### src/rtl/seqdet_pkg.sv
package seqdet_pkg;

    // Machine states; the codes are visible on the debug port.
    typedef enum logic [2:0] {
        ST_IDLE   = 3'd0,
        ST_FIRST  = 3'd1,
        ST_SECOND = 3'd2,
        ST_THIRD  = 3'd3,
        ST_MATCH  = 3'd4
    } seq_state_e;

    localparam int STATE_W = 3;

    // Summary of one cycle of strobes.
    typedef enum logic [1:0] {
        CLS_NONE   = 2'd0,
        CLS_SINGLE = 2'd1,
        CLS_MULTI  = 2'd2
    } strobe_cls_e;

endpackage

### src/rtl/strobe_decode.sv
module strobe_decode #(
    parameter int NUM_LINES = 4,
    localparam int IDX_W = (NUM_LINES > 1) ? $clog2(NUM_LINES) : 1
) (
    input  logic [NUM_LINES-1:0]  strobe_i,
    output seqdet_pkg::strobe_cls_e cls_o,
    output logic [IDX_W-1:0]      idx_o
);
    import seqdet_pkg::*;

    localparam int CNT_W = $clog2(NUM_LINES + 1);

    logic [CNT_W-1:0] active_cnt;
    logic [IDX_W-1:0] low_idx;

    // Count active lines and pick the index of the active line.
    always_comb begin
        active_cnt = '0;
        low_idx    = '0;
        for (int k = NUM_LINES - 1; k >= 0; k--) begin
            if (strobe_i[k]) begin
                active_cnt = active_cnt + CNT_W'(1);
                low_idx    = IDX_W'(k);
            end
        end
    end

    always_comb begin
        if (active_cnt == '0) begin
            cls_o = CLS_NONE;
        end else if (active_cnt == CNT_W'(1)) begin
            cls_o = CLS_SINGLE;
        end else begin
            cls_o = CLS_MULTI;
        end
        idx_o = low_idx;
    end

endmodule

### src/rtl/repeat_tracker.sv
module repeat_tracker #(
    parameter int IDX_W = 2
) (
    input  logic                    clk,
    input  logic                    rst,
    input  seqdet_pkg::strobe_cls_e cls_i,
    input  logic [IDX_W-1:0]        idx_i,
    output logic                    repeat_o
);
    import seqdet_pkg::*;

    logic             have_last_q;
    logic [IDX_W-1:0] last_idx_q;

    // Remember the line of the last single strobe; a collision forgets it.
    always_ff @(posedge clk) begin
        if (rst) begin
            have_last_q <= 1'b0;
            last_idx_q  <= '0;
        end else begin
            unique case (cls_i)
                CLS_SINGLE: begin
                    have_last_q <= 1'b1;
                    last_idx_q  <= idx_i;
                end
                CLS_MULTI: begin
                    have_last_q <= 1'b0;
                end
                default: begin
                end
            endcase
        end
    end

    always_comb begin
        repeat_o = (cls_i == CLS_SINGLE) && have_last_q && (last_idx_q == idx_i);
    end


    collision_forget_chk: assert property (@(posedge clk) disable iff (rst)
        (cls_i == CLS_MULTI) |=> !repeat_o);


    repeat_needs_single_chk: assert property (@(posedge clk) disable iff (rst)
        repeat_o |-> (cls_i == CLS_SINGLE) && have_last_q);

endmodule

### src/rtl/seq_step_logic.sv
module seq_step_logic #(
    parameter int IDX_W  = 2,
    parameter int STEP_A = 1,
    parameter int STEP_B = 3,
    parameter int STEP_C = 2,
    parameter int STEP_D = 0
) (
    input  seqdet_pkg::seq_state_e  state_i,
    input  seqdet_pkg::strobe_cls_e cls_i,
    input  logic [IDX_W-1:0]        idx_i,
    input  logic                    repeat_i,
    output seqdet_pkg::seq_state_e  next_o
);
    import seqdet_pkg::*;

    logic             want_valid;
    logic [IDX_W-1:0] want_idx;
    seq_state_e       adv_state;

    // The line each state waits for, and where that line leads.
    always_comb begin
        want_valid = 1'b1;
        want_idx   = '0;
        adv_state  = ST_IDLE;
        unique case (state_i)
            ST_IDLE: begin
                want_idx  = IDX_W'(STEP_A);
                adv_state = ST_FIRST;
            end
            ST_FIRST: begin
                want_idx  = IDX_W'(STEP_B);
                adv_state = ST_SECOND;
            end
            ST_SECOND: begin
                want_idx  = IDX_W'(STEP_C);
                adv_state = ST_THIRD;
            end
            ST_THIRD: begin
                want_idx  = IDX_W'(STEP_D);
                adv_state = ST_MATCH;
            end
            default: begin
                want_valid = 1'b0;
            end
        endcase
    end

    // Priority: collision, repeat, advance, restart, mismatch.
    always_comb begin
        next_o = state_i;
        unique case (cls_i)
            CLS_NONE: begin
                next_o = state_i;
            end
            CLS_MULTI: begin
                next_o = ST_IDLE;
            end
            default: begin
                if (repeat_i) begin
                    next_o = ST_IDLE;
                end else if (want_valid && idx_i == want_idx) begin
                    next_o = adv_state;
                end else if (idx_i == IDX_W'(STEP_A)) begin
                    next_o = ST_FIRST;
                end else begin
                    next_o = ST_IDLE;
                end
            end
        endcase
    end

endmodule

### src/rtl/seq_pulse_detector.sv
module seq_pulse_detector #(
    parameter int NUM_LINES = 4,
    parameter int STEP_A    = 1,
    parameter int STEP_B    = 3,
    parameter int STEP_C    = 2,
    parameter int STEP_D    = 0
) (
    input  logic                 clk,
    input  logic                 rst,
    input  logic [NUM_LINES-1:0] strobe_i,
    output logic                 match_o,
    output logic [2:0]           state_o
);
    import seqdet_pkg::*;

    localparam int IDX_W = (NUM_LINES > 1) ? $clog2(NUM_LINES) : 1;

    strobe_cls_e      cls;
    logic [IDX_W-1:0] idx;
    logic             rep;
    seq_state_e       state_q;
    seq_state_e       state_d;
    logic             match_q;

    strobe_decode #(.NUM_LINES(NUM_LINES)) u_decode (
        .strobe_i (strobe_i),
        .cls_o    (cls),
        .idx_o    (idx)
    );

    repeat_tracker #(.IDX_W(IDX_W)) u_repeat (
        .clk      (clk),
        .rst      (rst),
        .cls_i    (cls),
        .idx_i    (idx),
        .repeat_o (rep)
    );

    seq_step_logic #(
        .IDX_W  (IDX_W),
        .STEP_A (STEP_A),
        .STEP_B (STEP_B),
        .STEP_C (STEP_C),
        .STEP_D (STEP_D)
    ) u_step (
        .state_i  (state_q),
        .cls_i    (cls),
        .idx_i    (idx),
        .repeat_i (rep),
        .next_o   (state_d)
    );

    // State register.
    always_ff @(posedge clk) begin
        if (rst) begin
            state_q <= ST_IDLE;
        end else begin
            state_q <= state_d;
        end
    end

    // Output register: Moore output, decoded from the next state.
    always_ff @(posedge clk) begin
        if (rst) begin
            match_q <= 1'b0;
        end else begin
            unique case (state_d)
                ST_MATCH: match_q <= 1'b1;
                default:  match_q <= 1'b0;
            endcase
        end
    end

    assign match_o = match_q;
    assign state_o = state_q;


    reset_state_chk: assert property (@(posedge clk)
        rst |=> (state_q == ST_IDLE) && !match_o);


    idle_hold_chk: assert property (@(posedge clk) disable iff (rst)
        (strobe_i == '0) |=> $stable(state_q) && $stable(match_o));


    collision_drop_chk: assert property (@(posedge clk) disable iff (rst)
        ($countones(strobe_i) > 1) |=> (state_q == ST_IDLE) && !match_o);


    repeat_drop_chk: assert property (@(posedge clk) disable iff (rst)
        rep |=> (state_q == ST_IDLE));


    complete_chk: assert property (@(posedge clk) disable iff (rst)
        (state_q == ST_THIRD) && $onehot(strobe_i) && strobe_i[STEP_D] && !rep
        |=> match_o);


    restart_chk: assert property (@(posedge clk) disable iff (rst)
        (state_q != ST_IDLE) && $onehot(strobe_i) && strobe_i[STEP_A] && !rep
        |=> (state_q == ST_FIRST));


    match_level_chk: assert property (@(posedge clk) disable iff (rst)
        match_o == (state_q == ST_MATCH));

endmodule

### config.mk
export PLATFORM = sky130hd
export DESIGN_NAME = seq_pulse_detector
export DESIGN_NICKNAME = d
export VERILOG_FILES = /design/src/rtl/seqdet_pkg.sv /design/src/rtl/strobe_decode.sv /design/src/rtl/repeat_tracker.sv /design/src/rtl/seq_step_logic.sv /design/src/rtl/seq_pulse_detector.sv
export SDC_FILE = /design/constraint.sdc
export NUM_CORES = 1
export LEC_CHECK = 0
export ABC_AREA = 0
export ABC_CLOCK_PERIOD_IN_PS = 4510
export BUFFER_PORTS_ARGS = -buffer_cell sky130_fd_sc_hd__buf_2
export CAP_MARGIN = 20
export CORE_MARGIN = 2
export CORE_UTILIZATION = 40
export DETAILED_ROUTE_END_ITERATION = 8
export GPL_TIMING_DRIVEN = 0
export SLEW_MARGIN = 20
export SYNTH_ARGS = -nofsm -noshare
export SYNTH_HDL_FRONTEND = slang
export SYNTH_SLANG_ARGS = --single-unit
### constraint.sdc
create_clock -name clk -period 4.51 [get_ports clk]
set_input_delay 0.6765 -clock clk [delete_from_list [all_inputs] [get_ports clk]]
set_output_delay 0.6765 -clock clk [all_outputs]
set_load 0.01 [all_outputs]
==> results of run 1 <==
==> power by group through the flow <==
stage	Clock, uW	Combinational (uW)	Sequential [uW]
6_report	55.9	57.9	66.9
5_1_grt	61.7	64.5	67.2
4_1_cts	57.8	58.3	66.8
3_5_place_dp	0	58.0	68.0
3_3_place_gp	0	57.5	68.0
2_1_floorplan	0	46.0	67.7
==> registers in the layout, indices dropped and copies added, names as in the netlist <==
register / cells
u_repeat.have_last_q: 1
u_repeat.last_idx_q: 2
state_o: 3
match_o: 1
==> per-layer routing <==
metal  share of wire  global-route usage  wire length [um]
met1            0.52               0.188               657
met2            0.44               0.246               561
met3           0.024              0.0240                31
met4           0.013              0.0529                16
met5               0                   0                 0
==> metrics by stage <==
step | worst slack (ns) | utilization | area [sq um] | cells | hold WS [ns]
finish | 1.92 | 0.495 | 772 | 101 | 0.524
global route | 1.74 | 0.495 | 772 | 101 | 0.570
CTS | 1.94 | 0.495 | 772 | 101 | 0.522
detailed placement | 1.68 | 0.478 | 746 | 97 | 0.513
global placement | 1.72 | 0.478 | 746 | 97 | 0.499
floorplan | 1.99 | - | 681 | 72 | 0.464
==> cells in the mapped netlist (all sizes together) (2+ instances only) <==
library cell | instances | area [sq um]
a21oi | 2 | 10.0
a32oi | 3 | 45.1
and3 | 3 | 21.3
buf | 3 | 27.5
dfxtp | 7 | 140
ha | 5 | 62.6
inv | 5 | 18.8
mux2i | 3 | 30.0
nand2b | 2 | 12.5
nand3 | 3 | 15.0
nor2 | 8 | 30.0
nor2b | 2 | 12.5
nor3b | 2 | 15.0
nor4b | 2 | 32.5
o21ai | 2 | 10.0
xnor2 | 3 | 26.3
==> cells in the final DEF, fill, tap and decap left out, types with 2 or more instances in the layout <==
| cell type | instances |
|---|---|
| sky130_fd_sc_hd__a21oi_1 | 2 |
| sky130_fd_sc_hd__a32oi_1 | 2 |
| sky130_fd_sc_hd__and3_2 | 2 |
| sky130_fd_sc_hd__buf_2 | 10 |
| sky130_fd_sc_hd__buf_6 | 2 |
| sky130_fd_sc_hd__clkbuf_4 | 3 |
| sky130_fd_sc_hd__dfxtp_1 | 7 |
| sky130_fd_sc_hd__ha_1 | 5 |
| sky130_fd_sc_hd__inv_1 | 5 |
| sky130_fd_sc_hd__mux2i_1 | 3 |
| sky130_fd_sc_hd__nand2b_1 | 2 |
| sky130_fd_sc_hd__nand3_1 | 3 |
| sky130_fd_sc_hd__nor2_1 | 8 |
| sky130_fd_sc_hd__nor2b_1 | 2 |
| sky130_fd_sc_hd__nor3b_1 | 2 |
| sky130_fd_sc_hd__o21ai_0 | 2 |
| sky130_fd_sc_hd__xnor2_1 | 3 |
==> layout make-up <==
class                           count  area share
Multi-Input combinational cell     57       0.640
Sequential cell                     7       0.182
Timing Repair Buffer                9      0.0583
Buffer                              3      0.0357
Clock buffer                        4      0.0340
Tap cell                           16      0.0259
Inverter                            5      0.0243
==> final timing paths <==
check | end
min reg2reg | u_repeat.have_last_q
max reg2reg | match_o
min | u_repeat.have_last_q
max | match_o
==> cell families (layout without fill, tap and decap cells) <==
kind of cell	count (synthesis)	in the layout	synth area share
and+or+nand+nor	28	28	0.279
AOI/OAI and AO/OA	16	16	0.226
buffers and inverters	8	21	0.0680
DFF	7	7	0.206
adders and majority gates	5	5	0.0919
xor gates and xnor gates	5	5	0.0846
muxes	3	3	0.0441
==> worst reg2reg max path, stage by stage (launching register included) <==
cell,delay [ns]
sky130_fd_sc_hd__dfxtp_1,0.39
sky130_fd_sc_hd__nor2b_1,0.22
sky130_fd_sc_hd__nand3_1,0.10
sky130_fd_sc_hd__a2111oi_1,0.29
sky130_fd_sc_hd__a32o_2,0.19
sky130_fd_sc_hd__and3_1,0.14
==> metrics.sh, run 1 <==
AREA.GROWTH.SYNTH_TO_FINAL_PCT=13.4
SYNTH_NETS=83
STARTPOINT='strobe_i[2]'
ROUTE.ANTENNA.REMAINING_NETS=0
ROUTE.DETAILED.DRC=0
VIAS_PER_CELL=5.61
WORSTPATHCELLLIST='buf_2 -> inv_1 -> ha_1 -> buf_2 -> xnor2_1 -> inv_1 -> ha_1 -> nand2b_1 -> o31ai_1 -> a32o_2 -> and3_1'
CTS.HTREE.LEVELS=1
SYNTH-SEQ-AREA-SHARE=0.206
CRITICAL_PATH.REG2REG.STARTPOINT='state_o[0]'
WIRE_PER_INST_UM=12.5
INTERNAL_POWER_uW=125
GP_ROUTABILITY_CONGESTION=0.805
DIE_WIDTH_UM=45.3
REGAREA_SQ_UM=140
FINAL-MAX-SLEW-VIOLATION-COUNT=0
HOLD_PATH_DEPTH=2
DIODES=0
MULTI_INPUT_COMB_AREA_SQ_UM=494
CTS_NUM_SINKS=7
CTS_TREE='yes'
MAX_FREQ_MHz=386
PWR-SHARE-SEQ=0.370
FILLCELLCOUNT=154
VDD_DROP_MAX_uV=156
PORT_BUFS=9
CTS_RESIZED=0
WORST_SETUP_HOLD_PATH_CLK_SLEW_NS=0.05
WORST_PATH_LARGEST_CELL_DELAY_NS=0.38
MIN-DELAY-PATH-CLASS='reg2reg'
MAX_CAP_VIOLATIONS=0
PATH_CLASS='in2reg'
OVERALL_POWER_uW=181
CRITPATHLAUNCHTYPE='input port'
FINALSETUPTNS_NS=0
CTS_INSERTED_BUFFERS=3
ASYNCSETRESETFLOPFRACSYNTH=0
CRITPATHTOPFAMILY='compound AO/OA/AOI/OAI gates'
GR-USAGE-ALL-LAYERS=0.147
WIRELENGTH_MM=1.27
CRIT_END_CATEGORY='register'
FLOORPLAN.DIE.HEIGHT_UM=45.3
CTSROOTBUFFERMASTER='sky130_fd_sc_hd__clkbuf_4'
YOSYS_WARNINGS=0
SYNTH_AREA_SQ_UM=681
GRT.OVERFLOW.TOTAL=0
HOLD_START='u_repeat.have_last_q'
VIA_COUNT_OF_THE_FIRST_GLOBAL_ROUTING_PASS=541
RELSLEWSLACK=0.732
POWER.SWITCHING_FRACTION=0.307
TIMING.CRITICAL_PATH.ARRIVAL_NS=2.79
SETUP_REPAIR_AFTER_GLOBAL_ROUTING_MISSED_ITS_MARGIN='false'
FRACTION_OF_FINAL_LAYOUT_CELLS_WITH_DRIVE_STRENGTH_GREATER_THAN_1=0.294
MAXIMUM_NUMBER_OF_PINS_ON_ONE_NET_BEFORE_GLOBAL_ROUTE_REPAIR=11
NUMBER_OF_STANDARD_CELL_ROWS_IN_THE_FLOORPLAN=14
IOPINCOUNT=10
STAGES_ON_THE_WORST_SETUP_PATH=11
SYNTH_EDF_COUNT=0
POST_SYNTH_INST_COUNT=72
CLOCKPOWERSHARE=0.309
P_COMB_FRAC=0.321
INITIAL_UTILIZATION=0.437
WORST_R2R_PATH_DEPTH=5
HOLD_VIOL=0
PERIOD_MINUS_SLACK_NS=2.59
WORST-R2R-SETUP-SLACK_NS=3.12
CTS-ROOT-TO-SINK-BUFFERS=2
FINAL-SETUP-VIOL-COUNT=0
MIN_PERIOD_OVER_PERIOD=0.575
POWER_LEAKAGE_uW=0.000329
PATH_BUF_INV=4
CTSHOLDBUFFERS=0
INSERTION_DELAY_NS=0.25
REQUIRED_NS=4.71
CP_SLOWEST_CELL='sky130_fd_sc_hd__o31ai_1'
WORST-PATH-MAX-FANOUT=9
FIN_WORST_SKEW_NS=0.00428
SYNTH-SEQ-CELLS=7
SWITCHING_POWER_uW=55.5
YS_TYPES=37
WORSTMARGINPINSLEW_NS=0.398
POST-CTS-SETUP-BUFFER-COUNT=0
SYNTH_AREA_PER_CELL_SQ_UM=9.45
GRT_ANTENNA_BEFORE_REPAIR=0
GRT_FIRST_PASS_WIRELENGTH_MM=2.19
FIRST_ITER_VIOLATIONS=2
DPL.HPWL_MM=1.02
VIAS=567
YOSYS_MOST_USED_DFF='sky130_fd_sc_hd__dfxtp_1'
DESIGN.DIE.AREA_SQ_UM=2050
FIN_NETS=97
CORE_REGION_AREA_SQ_UM=1560
STATUS='finished, final reports clean'
DRTPASS1ITERATIONS=5
POWER.DENSITY_CELL_AREA_nW_PER_UM2=234
Power figures use the tool's default switching activity.
==> run 2: changes to the inputs <==
--- a/config.mk
+++ b/config.mk
@@ -6,7 +6,7 @@
 export NUM_CORES = 1
 export LEC_CHECK = 0
 export ABC_AREA = 0
-export ABC_CLOCK_PERIOD_IN_PS = 4510
+export ABC_CLOCK_PERIOD_IN_PS = 2300
 export BUFFER_PORTS_ARGS = -buffer_cell sky130_fd_sc_hd__buf_2
 export CAP_MARGIN = 20
 export CORE_MARGIN = 2
==> constraint.sdc (replaced) <==
create_clock -name clk -period 2.3 [get_ports clk]
set_input_delay 0.345 -clock clk [delete_from_list [all_inputs] [get_ports clk]]
set_output_delay 0.345 -clock clk [all_outputs]
set_load 0.01 [all_outputs]
==> run 2 against run 1 <==
Wire length shrank 0.24%; worst hold slack lost 0.19 ns; register-to-register slack lost 2.2 ns; count of clock-buffer cells in the layout is the same; critical endpoint unchanged; clock skew shrank 0.00065 ns; highest routed layer unchanged; utilization grew 0.96 points; via count grew 1.4%; combinational power grew 110%; critical path type unchanged; first-iteration DRC count grew 50%.
==> metrics.sh, run 2 (synthesis gave the netlist of run 1 again) <==
POST-CTS-SETUP-BUFFER-COUNT=0  # unchanged
REQUIRED_NS=2.44  # was 4.71 ns
CTS_TREE='yes'  # unchanged
VIA_COUNT_OF_THE_FIRST_GLOBAL_ROUTING_PASS=541  # unchanged
WIRE_PER_INST_UM=12.5  # about the same
FIN_WORST_SKEW_NS=0.00363  # was 0.00428 ns
VIAS_PER_CELL=5.69  # was 5.61
FIN_HOLD_WS_NS=0.330  # was 0.524 ns
CTSROOTBUFFERMASTER='sky130_fd_sc_hd__clkbuf_4'  # unchanged
MOST-COMMON-LAYOUT-CELLS='sky130_fd_sc_hd__buf_2, sky130_fd_sc_hd__nor2_1, sky130_fd_sc_hd__dfxtp_1, sky130_fd_sc_hd__inv_1, sky130_fd_sc_hd__ha_1'  # unchanged
CORE_REGION_AREA_SQ_UM=1560  # unchanged
GR-USAGE-ALL-LAYERS=0.147  # unchanged
FINAL-MAX-SLEW-VIOLATION-COUNT=0  # unchanged
STATUS='finished, final reports clean'  # unchanged
VIAS=575  # was 567
CTS-ROOT-TO-SINK-BUFFERS=2  # unchanged
GRT_ANTENNA_BEFORE_REPAIR=0  # unchanged
WORST_SETUP_HOLD_PATH_CLK_SLEW_NS=0.05  # about the same
CTSHOLDBUFFERS=0  # unchanged
GRT.OVERFLOW.TOTAL=0  # unchanged
ROUTE.ANTENNA.REMAINING_NETS=0  # unchanged
CRITICAL_PATH.REG2REG.STARTPOINT='state_o[0]'  # unchanged
WORST_R2R_PATH_DEPTH=5  # unchanged
FINALSETUPTNS_NS=0  # unchanged
DPL.HPWL_MM=1.02  # unchanged
VDD_DROP_MAX_uV=306  # was 156 uV
CRITPATHLAUNCHTYPE='input port'  # unchanged
CTS.HTREE.LEVELS=1  # unchanged
FIRST_ITER_VIOLATIONS=3  # was 2
FINAL_COMMON_CELL='sky130_fd_sc_hd__buf_2'  # unchanged
CRIT_END_CATEGORY='register'  # unchanged
MIN-DELAY-PATH-CLASS='in2reg'  # was reg2reg
PERIOD_MINUS_SLACK_NS=2.18
WORSTREG2REGEND='match_o'  # unchanged
AREA.GROWTH.SYNTH_TO_FINAL_PCT=15.6  # was 13.4%
DRTPASS1ITERATIONS=3  # was 5
PATH_CLASS='in2reg'  # unchanged
DPL_CELL_AREA_SQ_UM=746  # unchanged
WIRELENGTH_MM=1.26  # was 1.27 mm
RELSLEWSLACK=0.769  # was 0.732
DIE_WIDTH_UM=45.3  # unchanged
HOLD_PATH_END='state_o[0]'  # was u_repeat.have_last_q
ROUTE.DETAILED.DRC=0  # unchanged
SETUP_REPAIR_AFTER_GLOBAL_ROUTING_MISSED_ITS_MARGIN='false'  # unchanged
POWER.DENSITY_CELL_AREA_nW_PER_UM2=456  # was 234 nW/um^2
PLACE_INST=97  # unchanged
NUMBER_OF_FLIP_FLOPS_UNDER_THE_LARGEST_REGISTER_NAME=3  # unchanged
HOLD_PATH_DEPTH=2  # unchanged
INITIAL_UTILIZATION=0.437  # unchanged
CTS_INSERTED_BUFFERS=3  # unchanged
MAXIMUM_NUMBER_OF_PINS_ON_ONE_NET_BEFORE_GLOBAL_ROUTE_REPAIR=11  # unchanged
CTS_RESIZED=0  # unchanged
CTS_NUM_SINKS=7  # unchanged
FINAL-SETUP-VIOL-COUNT=0  # unchanged
FIN_NETS=97  # unchanged
FLOORPLAN.DIE.HEIGHT_UM=45.3  # unchanged
MAX_CAP_VIOLATIONS=0  # unchanged
WORST-R2R-SETUP-SLACK_NS=0.91  # was 3.12 ns
NUMBER_OF_STANDARD_CELL_ROWS_IN_THE_FLOORPLAN=14  # unchanged
TIMING.CRITICAL_PATH.ARRIVAL_NS=2.33  # was 2.79 ns
FINALNONFILLERCELLS=101  # unchanged
UTILIZATION=0.505  # was 0.495
WORST-PATH-MAX-FANOUT=9  # unchanged
HOLD_START='rst'  # was u_repeat.have_last_q
WORSTMARGINPINSLEW_NS=0.346  # was 0.398 ns
POWER_LEAKAGE_uW=0.000337  # was 0.000329 uW
INSERTION_DELAY_NS=0.25  # about the same
FRACTION_OF_FINAL_LAYOUT_CELLS_WITH_DRIVE_STRENGTH_GREATER_THAN_1=0.329  # was 0.294
GRT_FIRST_PASS_WIRELENGTH_MM=2.19  # unchanged
HOLD_VIOL=0  # unchanged
FINAL_DESIGN_AREA_NO_FILL_SQ_UM=787  # was 772 sq um
MIN_PERIOD_OVER_PERIOD=0.949
DESIGN.DIE.AREA_SQ_UM=2050  # unchanged
MAX_FREQ_MHz=458
IOPINCOUNT=10  # unchanged
DIODES=0  # unchanged
GP_ROUTABILITY_CONGESTION=0.805  # unchanged
PORT_BUFS=9  # unchanged
run 2: cell counts in the layout (fill, tap and decap cells not counted):
Identical to the previous run, type by type.
run 2: how the worst max path moves through the flow:
stage	cells past startpoint	slack (ns)	to	start
after floorplan	10	0.11	match_o	strobe_i[2]
after global placement	11	-0.16	match_o	strobe_i[2]
after detailed placement	11	-0.20	match_o	strobe_i[2]
after CTS	11	0.06	match_o	strobe_i[2]
after global routing	11	0.01	match_o	strobe_i[2]
final	11	0.12	match_o	strobe_i[2]
run 2: through the flow:
step / power [uW] / setup slack (ns)
4_1_cts: 359 / 0.0584
3_3_place_gp: 246 / -0.160
3_5_place_dp: 247 / -0.200
6_report: 359 / 0.117
5_1_grt: 384 / 0.0119
2_1_floorplan: 223 / 0.112
run 2: worst max-delay path, stage by stage:
cell	delay, ns
sky130_fd_sc_hd__buf_2	0.09
sky130_fd_sc_hd__inv_1	0.06
sky130_fd_sc_hd__ha_1	0.28
sky130_fd_sc_hd__buf_2	0.18
sky130_fd_sc_hd__xnor2_2	0.17
sky130_fd_sc_hd__inv_1	0.06
sky130_fd_sc_hd__ha_1	0.27
sky130_fd_sc_hd__nand2b_2	0.22
sky130_fd_sc_hd__a32oi_4	0.26
sky130_fd_sc_hd__a32oi_1	0.17
sky130_fd_sc_hd__and3_1	0.21
run 2: area by class of cell:
cell class                 count  area [sq um]
clock buffer                   4          26.3
fill                         152           772
buffer                         3          27.5
sequential                     7           140
tap                           16          20.0
timing repair buffer           9          45.0
inverter                       5          18.8
multi-input combinational     57           509
run 2: report_power, final:
part           switching (uW)  internal, uW
sequential               5.24           126
combinational            62.0          56.9
clock                    42.6          66.0
total                     110           249
run 2: layer usage:
layer  track usage  wire, um
met3        0.0240        31
met4        0.0529        21
met2         0.246       560
met5             0         0
met1         0.188       651
==> run 3: changes to the inputs <==
--- a/config.mk
+++ b/config.mk
@@ -7,7 +7,7 @@
 export LEC_CHECK = 0
 export ABC_AREA = 0
 export ABC_CLOCK_PERIOD_IN_PS = 2300
-export BUFFER_PORTS_ARGS = -buffer_cell sky130_fd_sc_hd__buf_2
+export BUFFER_PORTS_ARGS = -buffer_cell sky130_fd_sc_hd__buf_4
 export CAP_MARGIN = 20
 export CORE_MARGIN = 2
 export CORE_UTILIZATION = 40
==> run 3 against run 2 <==
Worst hold slack lost 0.028 ns; utilization grew 2.1 points; flip-flop and latch count is the same; setup slack lost 0.048 ns; cell count is the same; fmax shrank 2.1%; via count shrank 0.35%; first-iteration DRC count grew to 5.0 times the previous value; critical endpoint unchanged; largest cell class unchanged.
==> metrics.sh, run 3 (synthesis gave the netlist of run 1 again) <==
STATUS='finished, final reports clean'  # unchanged
RELSLEWSLACK=0.730  # was 0.769
WORSTMARGINPINSLEW_NS=0.400  # was 0.346 ns
REGAREA_SQ_UM=140  # unchanged
ROUTE.ANTENNA.REMAINING_NETS=0  # unchanged
MIN-DELAY-PATH-CLASS='in2reg'  # unchanged
CTS_TREE='yes'  # unchanged
POST-CTS-SETUP-BUFFER-COUNT=0  # unchanged
POWER.DENSITY_CELL_AREA_nW_PER_UM2=443  # was 456 nW/um^2
HOLD_VIOL=0  # unchanged
CTS-ROOT-TO-SINK-BUFFERS=2  # unchanged
DIODES=0  # unchanged
DPL_CELL_AREA_SQ_UM=768  # was 746 sq um
WORSTPATHCELLLIST='buf_4 -> inv_1 -> ha_1 -> buf_4 -> xnor2_2 -> inv_1 -> ha_1 -> nand2b_2 -> a32oi_4 -> a32oi_2 -> and3_1'  # was buf_2 -> inv_1 -> ha_1 -> buf_2 -> xnor2_2 -> inv_1 -> ha_1 -> nand2b_2 -> a32oi_4 -> a32oi_1 -> and3_1
FIN_NETS=97  # unchanged
CTSROOTBUFFERMASTER='sky130_fd_sc_hd__clkbuf_4'  # unchanged
FLOORPLAN.DIE.HEIGHT_UM=45.3  # unchanged
FINALNONFILLERCELLS=101  # unchanged
FINAL_COMMON_CELL='sky130_fd_sc_hd__buf_4'  # was sky130_fd_sc_hd__buf_2
CP_SLOWEST_CELL='sky130_fd_sc_hd__a32oi_4'  # was sky130_fd_sc_hd__ha_1
DPL.HPWL_MM=1.07  # was 1.02 mm
INSERTION_DELAY_NS=0.24  # was 0.25 ns
DRTPASS1ITERATIONS=4  # was 3
FILLCELLCOUNT=149  # was 152
UTILIZATION=0.526  # was 0.505
CTS.HTREE.LEVELS=1  # unchanged
NUMBER_OF_STANDARD_CELL_ROWS_IN_THE_FLOORPLAN=14  # unchanged
PATH_CLASS='in2reg'  # unchanged
FINAL_DESIGN_AREA_NO_FILL_SQ_UM=820  # was 787 sq um
PERIOD_MINUS_SLACK_NS=2.23  # was 2.18 ns
HOLD_PATH_DEPTH=2  # unchanged
WORST-PATH-MAX-FANOUT=9  # unchanged
DIE_WIDTH_UM=45.3  # unchanged
CRIT_END_CATEGORY='register'  # unchanged
PORT_BUFS=9  # unchanged
GR-USAGE-ALL-LAYERS=0.154  # was 0.147
MAX_FREQ_MHz=448  # was 458 MHz
GRT_ANTENNA_BEFORE_REPAIR=0  # unchanged
FIN_WORST_SKEW_NS=0.000195  # was 0.00363 ns
WIRELENGTH_MM=1.35  # was 1.26 mm
WORST_R2R_PATH_DEPTH=5  # unchanged
REQUIRED_NS=2.43  # was 2.44 ns
INITIAL_UTILIZATION=0.437  # unchanged
MAX_CAP_VIOLATIONS=0  # unchanged
GRT.OVERFLOW.TOTAL=0  # unchanged
MOST-COMMON-LAYOUT-CELLS='sky130_fd_sc_hd__buf_4, sky130_fd_sc_hd__nor2_1, sky130_fd_sc_hd__dfxtp_1, sky130_fd_sc_hd__inv_1, sky130_fd_sc_hd__ha_1'  # was sky130_fd_sc_hd__buf_2, sky130_fd_sc_hd__nor2_1, sky130_fd_sc_hd__dfxtp_1, sky130_fd_sc_hd__inv_1, sky130_fd_sc_hd__ha_1
DESIGN.DIE.AREA_SQ_UM=2050  # unchanged
VIA_COUNT_OF_THE_FIRST_GLOBAL_ROUTING_PASS=565  # was 541
WIRE_PER_INST_UM=13.3  # was 12.5 um
IOPINCOUNT=10  # unchanged
VIAS_PER_CELL=5.67  # was 5.69
ROUTE.DETAILED.DRC=0  # unchanged
MIN_PERIOD_OVER_PERIOD=0.970  # was 0.949
POWER_LEAKAGE_uW=0.000344  # was 0.000337 uW
FINAL-SETUP-VIOL-COUNT=0  # unchanged
WORST_SETUP_HOLD_PATH_CLK_SLEW_NS=0.05  # about the same
FINAL-MAX-SLEW-VIOLATION-COUNT=0  # unchanged
TIMING.CRITICAL_PATH.ARRIVAL_NS=2.36  # was 2.33 ns
CTS_NUM_SINKS=7  # unchanged
VIAS=573  # was 575
FRACTION_OF_FINAL_LAYOUT_CELLS_WITH_DRIVE_STRENGTH_GREATER_THAN_1=0.341  # was 0.329
VDD_DROP_MAX_uV=350  # was 306 uV
FIRST_ITER_VIOLATIONS=15  # was 3
GRT_FIRST_PASS_WIRELENGTH_MM=2.29  # was 2.19 mm
GP_ROUTABILITY_CONGESTION=0.791  # was 0.805
CTS_INSERTED_BUFFERS=3  # unchanged
MULTI_INPUT_COMB_AREA_SQ_UM=517  # was 509 sq um
AREA.GROWTH.SYNTH_TO_FINAL_PCT=20.4  # was 15.6%
MAXIMUM_NUMBER_OF_PINS_ON_ONE_NET_BEFORE_GLOBAL_ROUTE_REPAIR=11  # unchanged
WORST_PATH_LARGEST_CELL_DELAY_NS=0.30  # was 0.28 ns
NUMBER_OF_FLIP_FLOPS_UNDER_THE_LARGEST_REGISTER_NAME=3  # unchanged
CORE_REGION_AREA_SQ_UM=1560  # unchanged
CRITPATHLAUNCHTYPE='input port'  # unchanged
PLACE_INST=97  # unchanged
FINALSETUPTNS_NS=0  # unchanged
[run 3: cell counts in the layout (fill, tap and decap cells not counted)]
No cell type changed its count.
[run 3: final timing paths]
kind | start | end | slack [ns]
max | strobe_i[2] | match_o | 0.07
min | rst | u_repeat.last_idx_q[1] | 0.30
max reg2reg | state_o[1] | match_o | 0.78
min reg2reg | u_repeat.have_last_q | u_repeat.have_last_q | 0.51
[run 3: through the flow]
step	power (uW)	setup slack (ns)	hold WS (ns)
2_1_floorplan	223	0.112	0.417
4_1_cts	362	0.0732	0.289
6_report	363	0.0691	0.302
3_3_place_gp	249	-0.164	0.494
3_5_place_dp	250	-0.181	0.497
5_1_grt	392	-0.00936	0.298
[run 3: critical path, delay by kind of cell]
family / cells / cell delay, ns
AOI/OAI and AO/OA: 2 / 0.47
xor gates and xnor gates: 1 / 0.17
adders and majority gates: 2 / 0.51
buffers and inverters: 4 / 0.44
and+or+nand+nor: 2 / 0.42
[run 3: power breakdown]
group          switching, uW  internal, uW
combinational           64.8          61.9
sequential              5.57           126
clock                   38.9          65.8
[run 3: layer usage]
layer	up-vias	share of wire	GRT usage
met1	262	0.46	0.181
met5	-	0	0
met4	0	0.013	0.0882
met2	14	0.50	0.269
li1	295	-	-
met3	2	0.034	0.0160
[run 3: area by class of cell]
cell class                      instances  share of cell area
Multi-Input combinational cell         57               0.631
Sequential cell                         7               0.171
Timing Repair Buffer                    9              0.0824
Buffer                                  3              0.0366
Clock buffer                            4              0.0321
Tap cell                               16              0.0244
Inverter                                5              0.0229
[run 3: repair_timing]
| item | CTS | global route |
|---|---|---|
| hold buffers | 0 | 0 |
| resized for setup | 0 | 6 |
| endpoints found under the setup margin | 0 | 1 |
